[src/rtl/ost_pkg.sv]
`timescale 1ns/1ps
package ost_pkg;
  typedef enum logic [1:0] {
    EDGE_NONE = 2'b00,
    EDGE_RISE = 2'b01,
    EDGE_FALL = 2'b10,
    EDGE_BOTH = 2'b11
  } edge_sel_e;

  localparam logic [3:0] MODE_ONE_SHOT = 4'b0011;
endpackage

[src/rtl/ost_trig_edge.sv]
`timescale 1ns/1ps
module ost_trig_edge
  import ost_pkg::*;
#(
  parameter int SYNC_STAGES = 2
) (
  input  logic      clk,
  input  logic      rst_n,
  input  logic      trig_in,
  input  edge_sel_e edge_sel,
  output logic      edge_det
);
  localparam int CHAIN = SYNC_STAGES + 1;

  logic [CHAIN-1:0] chain_q;
  logic [CHAIN-1:0] chain_d;
  logic             synced;
  logic             prev;

  always_comb begin
    chain_d = {chain_q[CHAIN-2:0], trig_in};
  end

  always_ff @(posedge clk or negedge rst_n) begin
    if (!rst_n) chain_q <= '0;
    else        chain_q <= chain_d;
  end

  assign synced = chain_q[SYNC_STAGES-1];
  assign prev   = chain_q[SYNC_STAGES];

  always_comb begin
    unique case (edge_sel)
      EDGE_RISE: edge_det = synced & ~prev;
      EDGE_FALL: edge_det = ~synced & prev;
      EDGE_BOTH: edge_det = synced ^ prev;
      default:   edge_det = 1'b0;
    endcase
  end
endmodule

[src/rtl/ost_cmp_regs.sv]
`timescale 1ns/1ps
module ost_cmp_regs #(
  parameter int W = 16
) (
  input  logic         clk,
  input  logic         rst_n,
  input  logic         delay_wr,
  input  logic [W-1:0] delay_wdata,
  input  logic         period_wr,
  input  logic [W-1:0] period_wdata,
  output logic [W-1:0] delay_q,
  output logic [W-1:0] period_q
);
  always_ff @(posedge clk or negedge rst_n) begin
    if (!rst_n)        delay_q <= '0;
    else if (delay_wr) delay_q <= delay_wdata;
  end

  always_ff @(posedge clk or negedge rst_n) begin
    if (!rst_n)         period_q <= '0;
    else if (period_wr) period_q <= period_wdata;
  end
endmodule

[src/rtl/ost_count_core.sv]
`timescale 1ns/1ps
module ost_count_core #(
  parameter int W = 16
) (
  input  logic         clk,
  input  logic         rst_n,
  input  logic         en,
  input  logic         start_req,
  input  logic [W-1:0] delay_cmp,
  input  logic [W-1:0] period_cmp,
  output logic         pulse_q,
  output logic         toggle_q,
  output logic         irq_delay_q,
  output logic         irq_period_q
);
  localparam logic [W-1:0] IDLE_VAL = {W{1'b1}};
  localparam logic [W-1:0] ONE      = W'(1);

  logic [W-1:0] cnt_q, cnt_d;
  logic         run_q, run_d;
  logic         pulse_d, toggle_d, irq_delay_d, irq_period_d;
  logic         cnt_ce;
  logic         hit_delay, hit_period;

  assign hit_delay  = run_q && (cnt_q == delay_cmp);
  assign hit_period = run_q && (cnt_q == period_cmp);
  assign cnt_ce     = !en || run_q || start_req;

  always_comb begin
    cnt_d        = cnt_q;
    run_d        = run_q;
    pulse_d      = pulse_q;
    toggle_d     = toggle_q;
    irq_delay_d  = 1'b0;
    irq_period_d = 1'b0;
    if (!en) begin
      cnt_d    = IDLE_VAL;
      run_d    = 1'b0;
      pulse_d  = 1'b0;
      toggle_d = 1'b0;
    end else if (run_q) begin
      cnt_d = cnt_q + ONE;
      if (hit_delay) begin
        pulse_d     = 1'b1;
        irq_delay_d = 1'b1;
      end
      if (hit_period) begin
        pulse_d      = 1'b0;
        toggle_d     = ~toggle_q;
        irq_period_d = 1'b1;
        cnt_d        = '0;
        run_d        = 1'b0;
      end
    end else if (start_req) begin
      cnt_d = '0;
      run_d = 1'b1;
    end
  end

  always_ff @(posedge clk or negedge rst_n) begin
    if (!rst_n) begin
      cnt_q <= IDLE_VAL;
    end else if (cnt_ce) begin
      cnt_q <= cnt_d;
    end
  end

  always_ff @(posedge clk or negedge rst_n) begin
    if (!rst_n) begin
      run_q        <= 1'b0;
      pulse_q      <= 1'b0;
      toggle_q     <= 1'b0;
      irq_delay_q  <= 1'b0;
      irq_period_q <= 1'b0;
    end else begin
      run_q        <= run_d;
      pulse_q      <= pulse_d;
      toggle_q     <= toggle_d;
      irq_delay_q  <= irq_delay_d;
      irq_period_q <= irq_period_d;
    end
  end


  disable_clears_chk: assert property (@(posedge clk) disable iff (!rst_n)
    !en |=> (!run_q && !pulse_q));


  period_stops_chk: assert property (@(posedge clk) disable iff (!rst_n)
    irq_period_q |-> (!run_q && cnt_q == '0 && !pulse_q));


  period_strobe_chk: assert property (@(posedge clk) disable iff (!rst_n)
    irq_period_q |=> !irq_period_q);


  toggle_source_chk: assert property (@(posedge clk) disable iff (!rst_n)
    (!$stable(toggle_q) && $past(en)) |-> irq_period_q);


  no_restart_chk: assert property (@(posedge clk) disable iff (!rst_n)
    (run_q && $past(run_q)) |-> (cnt_q == W'($past(cnt_q) + ONE)));


  pulse_rise_chk: assert property (@(posedge clk) disable iff (!rst_n)
    $rose(pulse_q) |-> (irq_delay_q && $past(run_q)));
endmodule

[src/rtl/oneshot_pulse_timer.sv]
`timescale 1ns/1ps
module oneshot_pulse_timer
  import ost_pkg::*;
#(
  parameter int W           = 16,
  parameter int SYNC_STAGES = 2
) (
  input  logic         clk,
  input  logic         rst_n,
  input  logic         tmr_enable,
  input  logic [3:0]   tmr_mode,
  input  logic         sw_start,
  input  logic         delay_wr,
  input  logic [W-1:0] delay_wdata,
  input  logic         period_wr,
  input  logic [W-1:0] period_wdata,
  input  logic         pulse_oe,
  input  logic [1:0]   trig_edge,
  input  logic         trig_in,
  output logic         pulse_out,
  output logic         toggle_out,
  output logic         irq_delay,
  output logic         irq_period
);
  logic         trig_hit;
  logic         start_req;
  logic [W-1:0] delay_q, period_q;
  logic         pulse_q;

  ost_trig_edge #(.SYNC_STAGES(SYNC_STAGES)) u_trig (
    .clk      (clk),
    .rst_n    (rst_n),
    .trig_in  (trig_in),
    .edge_sel (edge_sel_e'(trig_edge)),
    .edge_det (trig_hit)
  );

  ost_cmp_regs #(.W(W)) u_cmp (
    .clk          (clk),
    .rst_n        (rst_n),
    .delay_wr     (delay_wr),
    .delay_wdata  (delay_wdata),
    .period_wr    (period_wr),
    .period_wdata (period_wdata),
    .delay_q      (delay_q),
    .period_q     (period_q)
  );

  assign start_req = (tmr_mode == MODE_ONE_SHOT) && (sw_start || trig_hit);

  ost_count_core #(.W(W)) u_core (
    .clk          (clk),
    .rst_n        (rst_n),
    .en           (tmr_enable),
    .start_req    (start_req),
    .delay_cmp    (delay_q),
    .period_cmp   (period_q),
    .pulse_q      (pulse_q),
    .toggle_q     (toggle_out),
    .irq_delay_q  (irq_delay),
    .irq_period_q (irq_period)
  );

  assign pulse_out = pulse_q & pulse_oe;


  mode_gate_chk: assert property (@(posedge clk) disable iff (!rst_n)
    (tmr_mode != MODE_ONE_SHOT && $past(tmr_mode) != MODE_ONE_SHOT
     && !irq_delay && !irq_period && !pulse_q && $past(!pulse_q)) |=> !irq_delay);
endmodule

[config.mk]
export PLATFORM = sky130hd
export DESIGN_NAME = oneshot_pulse_timer
export DESIGN_NICKNAME = d
export VERILOG_FILES = /design/src/rtl/ost_pkg.sv /design/src/rtl/ost_trig_edge.sv /design/src/rtl/ost_cmp_regs.sv /design/src/rtl/ost_count_core.sv /design/src/rtl/oneshot_pulse_timer.sv
export SDC_FILE = /design/constraint.sdc
export NUM_CORES = 1
export LEC_CHECK = 0
export BUFFER_PORTS_ARGS = -buffer_cell sky130_fd_sc_hd__buf_2
export CORE_MARGIN = 10
export CORE_UTILIZATION = 58
export CTS_BUF_LIST = sky130_fd_sc_hd__clkbuf_4 sky130_fd_sc_hd__clkbuf_8
export CTS_CLUSTER_DIAMETER = 200
export DETAILED_ROUTE_END_ITERATION = 10
export PLACE_DENSITY = 0.92
export SLEW_MARGIN = 20
export SYNTH_ARGS = -nofsm -noshare
export SYNTH_HDL_FRONTEND = slang
export SYNTH_SLANG_ARGS = --single-unit
[constraint.sdc]
create_clock -name clk -period 2 [get_ports clk]
set_input_delay 0 -clock clk [delete_from_list [all_inputs] [get_ports clk]]
set_output_delay 0 -clock clk [all_outputs]
set_load 0.05 [all_outputs]
==> impl_metrics.toml, run 1 <==
[final_layout]
final_layout_size_suffix_gt1_frac = 0.377
fillers = 281
ff_latch_area_mm2 = 0.00142
layout.cells.non_filler = 412
antenna_cells = 0
final_common_cell = "buf_2"
area_growth_pct = 28.4
fin_area_mm2 = 0.00368
multi_input_area_mm2 = 0.00131
final_nets = 393
layout_common_cells = "49 x buf_2, 40 x dfrtp_1, 38 x xor2_1"

[run_status]
status = "finished with violations"
violations = "setup timing"

[job]
max_cap_violations = 0

[cts]
htreeDepth = 2
numCtsBuffers = 5
numClockSinks = 56
clkLatencyLatePin_ps = 320
cts_tree = "done"
clk_pin_slew_ps = 100
cts_root_buffer = "clkbuf_8"
clockBufferDepth = 2

[synth]
syn_area_per_cell_um2 = 11.3
syn_area_mm2 = 0.00287
ys_warn_count = 0
synth_flop_cell = "dfrtp_1"
synthArstFlopShare = 1.00
syn_inst = 253
ys_seq_area_frac = 0.496
ys_ff_latch = 56
synth-edff-count = 0
synth_cell_types = 38
postSynthNetCount = 302

[critical_path]
cp_max_fo = 9
cp_top_family = "flip-flops"
path_cells = "xor2_1, nor4_1, nand4_1, buf_4, a22oi_1, o221ai_1"
max_stage_delay_ps = 670
critical_path_class = "reg -> reg"
critPathLaunchType = "flop"
crit_slowest_cell = "dfstp_2"
cp.buffers_inverters = 1
worstPathRequired_ps = 2210
endpoint_kind = "flop"
crit_arrival_ps = 2250

[place]
place_inst = 361
port_buffers = 49
dpl.hpwl_mm = 5.18
place_ws_ps = 143
gp_congestion = 0.949
postPlaceCellArea_mm2 = 0.00318

[routing]
firstDrtPassIters = 6
dr.first_iter.drc_count = 572
post_drt_wl_per_cell_um = 23.5
viasPerCell = 6.26
vias = 2581
ant_nets = 0
drc = 0
wl_mm = 9.68

[floorplanning]
initial_core_util = 0.603
fp.dieH_um = 90.3
pin_count = 50
die_x_um = 90.3
core_area_mm2 = 0.00475
rows = 25
dieArea_mm2 = 0.00815

[pwr]
power_density_mw_per_mm2 = 672
pwr-share-comb = 0.200
ir_drop_v = 0.000743
power_leakage_uw = 0.00163
p_int_uw = 1730
p_seq_frac = 0.537
switchingPower_uw = 747
swShare = 0.302
clkPwrFrac = 0.263

[global_route]
antenna_found_initial = 0
overflow = 0
first_global_vias = 2563
grt_util_all_layers = 0.222
grt_pass1_wl_mm = 14.5
grt_max_degree = 34

[sta]
setup_viol = 1
max_freq_ghz = 0.491
fin_crit_ps = 2040
setup_slack_ps = -38.1
finalHoldViolCount = 0
relSlewSlack = 0.503
whs_ps = 51.5
tns_ps = -38.1
finalClockSkew_ps = 13.5
period_share = 1.02
tightest_slew_ps = 746
slew_viol_final = 0

[worst_hold_path]
worst_hold_path_type = "in -> reg"
==> repair_timing <==
action,in CTS,in global routing
hold buffers,34,0
gates resized for setup,0,2
hold endpoints to repair,56,0
setup endpoints to repair,0,8
buffers inserted,0,9
==> kinds of logic after synthesis <==
kind of cell,share of synthesized area
xor+xnor,0.119
flops,0.496
simple gates,0.137
buf+inv,0.0467
mux,0.137
fa+ha+maj,0.0131
compound gates,0.0511
==> flip-flops by register name, summed over array words and instances, names as in the netlist <==
name	cells
u_cmp.delay_q	16
u_cmp.period_q	16
u_core.cnt_q	16
u_trig.chain_q	3
u_core.irq_delay_q	1
u_core.irq_period_q	1
u_core.pulse_q	1
u_core.run_q	1
u_core.toggle_q	1
==> metal layers <==
metal  global-route usage  share of wire
met1                0.259           0.36
met2                0.370           0.47
met3               0.0707           0.11
met4               0.0889          0.063
met5                    0              0
==> Yosys cell counts (2+ instances only) <==
master,count,share of area
dfrtp_1,40,0.35
xor2_1,38,0.12
mux2_2,32,0.13
nand3_1,18,0.031
dfstp_2,16,0.15
o21ai_0,13,0.023
nor4_1,10,0.022
nand4_1,9,0.020
clkbuf_1,7,0.0092
inv_1,6,0.0079
nand2_1,6,0.0079
nor3_1,6,0.010
and3_1,5,0.011
buf_2,5,0.0087
nor2_1,5,0.0066
nor2b_1,4,0.0087
buf_1,3,0.0039
buf_4,3,0.0079
ha_1,3,0.013
a31oi_1,2,0.0044
and4_1,2,0.0061
buf_6,2,0.0079
o211a_1,2,0.0070
o211ai_1,2,0.0052
==> power groups by stage <==
stage | clock network (uW) | logic (uW) | registers [uW]
final | 650 | 495 | 1330
after global routing | 692 | 528 | 1330
after CTS | 635 | 425 | 1320
after detailed placement | 0 | 369 | 1340
after global placement | 0 | 351 | 1330
after floorplan | 0 | 266 | 1300
==> cell type report <==
type,instances,share of cell area
Timing Repair Buffer,104,0.202
Sequential cell,56,0.386
Tap cell,67,0.0228
Clock buffer,5,0.0187
Inverter,7,0.00714
Clock inverter,3,0.00646
Multi-Input combinational cell,170,0.357
==> per-stage QoR <==
stage,utilization,total power (uW)
after global routing,0.774,2550
after global placement,0.668,1680
after detailed placement,0.668,1710
final,0.774,2470
after floorplan,-,1560
after CTS,0.759,2380
==> worst paths after layout <==
kind | slack [ps] | end | cells past startpoint | start
max in group asynchronous | 960 | u_core.cnt_q[6] | 3 | rst_n
min in group asynchronous | 290 | u_cmp.delay_q[2] | 2 | rst_n
hold / removal | 50 | u_core.cnt_q[13] | 2 | tmr_enable
setup reg to reg | -40 | u_core.cnt_q[12] | 6 | u_core.cnt_q[9]
setup / recovery | -40 | u_core.cnt_q[12] | 6 | u_core.cnt_q[9]
hold reg to reg | 360 | u_trig.chain_q[1] | 0 | u_trig.chain_q[0]
Note: power is estimated with default switching activity, not from simulation.
==> run 2: changes to the inputs <==
Settings changed: CORE_UTILIZATION 58 to 55, PLACE_DENSITY 0.92 to 0.89.
==> run 2 against run 1 <==
  * The run now ends clean
  * Sequential cell count is the same
  * Non-clock buffer count down 7
  * Combinational power is 3% lower
  * Design area is 0.37% lower
  * Via count shrank 2.6%
  * Clock skew shrank 1.9 ps
  * Register-to-register slack improved by 70 ps
  * Clock power increased by 18%
  * Setup slack better by 66 ps
  * Core utilization is 5.2 points lower
  * First-iteration DRC count down 24%
  * Wire length is 7.6% lower
  * Critical endpoint is now u_core.run_q
  * Largest cell class unchanged
  * Largest power group unchanged
==> impl_metrics.toml, run 2 (same netlist as run 1, synthesis figures left out) <==
[run_status]
status = "finished clean"

[routing]
drc = 0
post_drt_wl_per_cell_um = 21.9
wl_mm = 8.95
ant_nets = 0
firstDrtPassIters = 5
dr.first_iter.drc_count = 434
vias = 2515
viasPerCell = 6.16

[floorplanning]
dieArea_mm2 = 0.00850
fp.dieH_um = 92.2
initial_core_util = 0.565
core_area_mm2 = 0.00507
pin_count = 50
rows = 26
die_x_um = 92.2

[place]
port_buffers = 49
place_inst = 361
gp_congestion = 0.924
place_ws_ps = 44.0
dpl.hpwl_mm = 5.04

[global_route]
antenna_found_initial = 0
grt_util_all_layers = 0.199
first_global_vias = 2512
grt_pass1_wl_mm = 13.4
grt_max_degree = 30
overflow = 0

[final_layout]
layout.cells.non_filler = 408
final_layout_size_suffix_gt1_frac = 0.364
layout_common_cells = "49 x buf_2, 40 x dfrtp_1, 38 x xor2_1"
reg_top3 = "u_cmp.delay_q: 16 flops, u_cmp.period_q: 16 flops, u_core.cnt_q: 16 flops"
final_common_cell = "buf_2"
final_nets = 386
antenna_cells = 0
area_growth_pct = 27.9

[sta]
setup_slack_ps = 28.3
finalHoldViolCount = 0
tns_ps = 0
period_share = 0.986
fin_crit_ps = 1970
slew_viol_final = 0
relSlewSlack = 0.542
finalClockSkew_ps = 11.6
max_freq_ghz = 0.507
tightest_slew_ps = 686
setup_viol = 0

[critical_path]
r2r_setup_slack_ps = 30
critical_path_class = "reg -> reg"
cp_max_fo = 8
worstPathRequired_ps = 2220
endpoint_kind = "flop"
critPathLaunchType = "flop"
crit_arrival_ps = 2190

[cts]
clk_pin_slew_ps = 100
numClockSinks = 56
numCtsBuffers = 5
cts_root_buffer = "clkbuf_8"
clockBufferDepth = 2
cts_tree = "done"
clkLatencyLatePin_ps = 320
htreeDepth = 2

[worst_hold_path]
worst_hold_path_type = "in -> reg"

[pwr]
power_leakage_uw = 0.00162
total_power_uw = 2570
power_density_mw_per_mm2 = 702
ir_drop_v = 0.000680

[job]
max_cap_violations = 0
[run 2: what timing repair did]
action,CTS,global route
endpoints found under the setup margin,0,7
hold buffers,34,0
hold endpoints to repair,49,0
buffers inserted,0,5
resized for setup,0,3
[run 2: layer usage]
| metal | GRT usage | wire length [um] | up-vias |
|---|---|---|---|
| li1 | - | - | 1053 |
| met1 | 0.220 | 3060 | 1200 |
| met2 | 0.331 | 4330 | 192 |
| met3 | 0.0628 | 937 | 70 |
| met4 | 0.114 | 621 | 0 |
| met5 | 0 | 0 | - |
[run 2: area by class of cell]
cell class / count / area, um^2
well taps: 70 / 87.6
inverters: 7 / 26.3
repair buffers: 97 / 703
clock inverters: 2 / 35.0
flip-flops and latches: 56 / 1420
clock buffers: 6 / 76.3
multi-input cells: 170 / 1320
fillers: 322 / 1410
[run 2: per-stage QoR]
step / hold WS [ps] / instance area, um^2 / util
final: 45.7 / 3670 / 0.722
after global routing: 64.1 / 3670 / 0.722
after CTS: 39.8 / 3620 / 0.714
after detailed placement: 67.7 / 3170 / 0.625
after global placement: 63.5 / 3170 / 0.625
after floorplan: -296 / 2870 / -
[run 2: path summary, 6_finish.rpt]
kind                                   startpoint                 to  depth (start not counted)
max in group asynchronous                   rst_n   u_core.cnt_q[10]                          3
worst max register to register    u_core.cnt_q[0]       u_core.run_q                          6
worst min-delay path                   tmr_enable   u_core.cnt_q[15]                          2
worst max-delay path              u_core.cnt_q[0]       u_core.run_q                          6
min in group asynchronous                   rst_n   u_cmp.delay_q[2]                          2
worst min register to register  u_trig.chain_q[0]  u_trig.chain_q[1]                          0
[run 2: critical path, stage by stage, from the launching register on]
cell and delay, ps:
dfstp_2 630, xor2_1 110, nor4_1 350, nand4_1 180, buf_4 170, or2_4 250, and3_1 190
[run 2: report_power, final]
| part | leakage, uW | switching [uW] | internal [uW] | total, uW |
|---|---|---|---|---|
| Sequential | 0.000647 | 95.9 | 1230 | 1330 |
| Clock | 0.0000586 | 381 | 386 | 767 |
| Combinational | 0.000914 | 240 | 238 | 479 |
==> run 3: changes to the inputs <==
Settings changed: CORE_UTILIZATION 55 to 40, PLACE_DENSITY 0.89 to 0.7.
Clock period 2 ns to 2.52 ns, I/O delays scaled along.
==> run 3 against run 2 <==
  * Critical path depth unchanged
  * Setup slack better by 570 ps
  * Die area up 29%
  * Global-route usage down 7.3 points
  * Clock skew down 2.5 ps
  * Sequential share of layout area up 0.58 points
  * Clock-buffer cell count down 1
  * Design area down 1.5%
  * Power down 24%
  * First-iteration DRC count down 48%
  * Sequential power down 21%
  * Via count down 14%
  * Largest power group unchanged
  * Highest routed layer unchanged
==> impl_metrics.toml, run 3 (same netlist as run 1, synthesis figures left out) <==
[final_layout]
multi_input_area_mm2 = 0.00131
ff_latch_area_mm2 = 0.00142
final_common_cell = "buf_2"
fin_area_mm2 = 0.00361
final_nets = 377
final_layout_size_suffix_gt1_frac = 0.343
fillers = 595
area_growth_pct = 26.1
layout_common_cells = "49 x buf_2, 40 x dfrtp_1, 38 x xor2_1"
antenna_cells = 0
reg_top3 = "u_cmp.delay_q: 16 flops, u_cmp.period_q: 16 flops, u_core.cnt_q: 16 flops"

[global_route]
first_global_vias = 2406
antenna_found_initial = 0
grt_pass1_wl_mm = 11.7
grt_util_all_layers = 0.126
grt_max_degree = 22
overflow = 0

[sta]
finalHoldViolCount = 0
setup_viol = 0
slew_viol_final = 0
rsz0062_at_grt = "false"
tightest_slew_ps = 453
relSlewSlack = 0.698
finalClockSkew_ps = 9.09
period_share = 0.761
tns_ps = 0
fin_crit_ps = 1920
max_freq_ghz = 0.521

[floorplanning]
die_x_um = 105
core_area_mm2 = 0.00687
pin_count = 50
dieArea_mm2 = 0.0109
initial_core_util = 0.417
fp.dieH_um = 105
rows = 30

[pwr]
power_density_mw_per_mm2 = 543
power_leakage_uw = 0.00157
ir_drop_v = 0.000304

[cts]
postCtsHoldBufs = 34
numCtsBuffers = 5
cts_tree = "done"
numClockSinks = 56
clkLatencyLatePin_ps = 310
clockBufferDepth = 2
htreeDepth = 2
clk_pin_slew_ps = 100
post_cts_resized = 0
cts_root_buffer = "clkbuf_8"
post_cts_buffers = 0

[routing]
drc = 0
post_drt_wl_per_cell_um = 16.1
ant_nets = 0
wl_mm = 6.84
firstDrtPassIters = 4
vias = 2161
viasPerCell = 5.08
dr.first_iter.drc_count = 224

[critical_path]
cp_max_fo = 11
endpoint_kind = "flop"
critical_path_class = "reg -> reg"
crit_arrival_ps = 2130
critPathLaunchType = "flop"
worstPathRequired_ps = 2730

[worst_hold_path]
worst_hold_path_type = "in -> reg"

[place]
postPlaceCellArea_mm2 = 0.00316
port_buffers = 49
gp_congestion = 0.898
dpl.hpwl_mm = 4.85

[run_status]
status = "finished clean"

[job]
max_cap_violations = 0
[run 3: cell types whose count changed in the layout (fill, tap and decap cells not counted)]
cell and delta:
buf_12 -1, buf_4 -8, clkbuf_4 -1, clkinvlp_4 +1, nor4_1 +1, nor4_2 -1
o21ai_0 +2, o21ai_1 -2
[run 3: routing by layer]
metal	vias to the layer above	GRT usage	share of wire
met5	-	0	0
met4	0	0.0343	0.0053
li1	1038	-	-
met3	6	0.0326	0.065
met2	77	0.215	0.49
met1	1040	0.154	0.44
[run 3: cell type report]
cell class | count | share of cell area
Multi-Input combinational cell | 170 | 0.363
Sequential cell | 56 | 0.393
Clock buffer | 5 | 0.0191
Clock inverter | 3 | 0.0118
Tap cell | 96 | 0.0333
Inverter | 7 | 0.00727
Timing Repair Buffer | 88 | 0.172
[run 3: stage by stage]
stage	hold WS, ps	util	setup WS [ps]	instances	power [uW]
finish	48.8	0.526	602	425	1960
global route	67.9	0.526	499	425	2050
CTS	53.4	0.526	587	425	1970
detailed placement	-25.5	0.460	601	383	1350
global placement	-36.9	0.460	617	383	1340
floorplan	-296	-	781	253	1240
[run 3: worst paths after layout]
check / startpoint / end / slack, ps / depth (start not counted)
max: u_core.cnt_q[8] / u_core.run_q / 600 / 6
min: tmr_enable / u_core.cnt_q[15] / 50 / 2
max reg2reg: u_core.cnt_q[8] / u_core.run_q / 600 / 6
min reg2reg: u_trig.chain_q[0] / u_trig.chain_q[1] / 350 / 0
max in group asynchronous: rst_n / u_core.cnt_q[4] / 1670 / 3
min in group asynchronous: rst_n / u_cmp.delay_q[10] / 160 / 2
[run 3: where the power goes]
| part | switching (uW) | total [uW] | internal (uW) |
|---|---|---|---|
| registers | 75.3 | 1050 | 978 |
| clock network | 297 | 592 | 295 |
| logic | 140 | 316 | 176 |
| total | 512 | 1960 | 1450 |
[run 3: critical path, stage by stage (launching register included)]
cell and delay (ps):
dfstp_2 660, xor2_1 100, nor4_1 290, nand4_1 130, buf_4 190, or2_4 250, and3_1 190
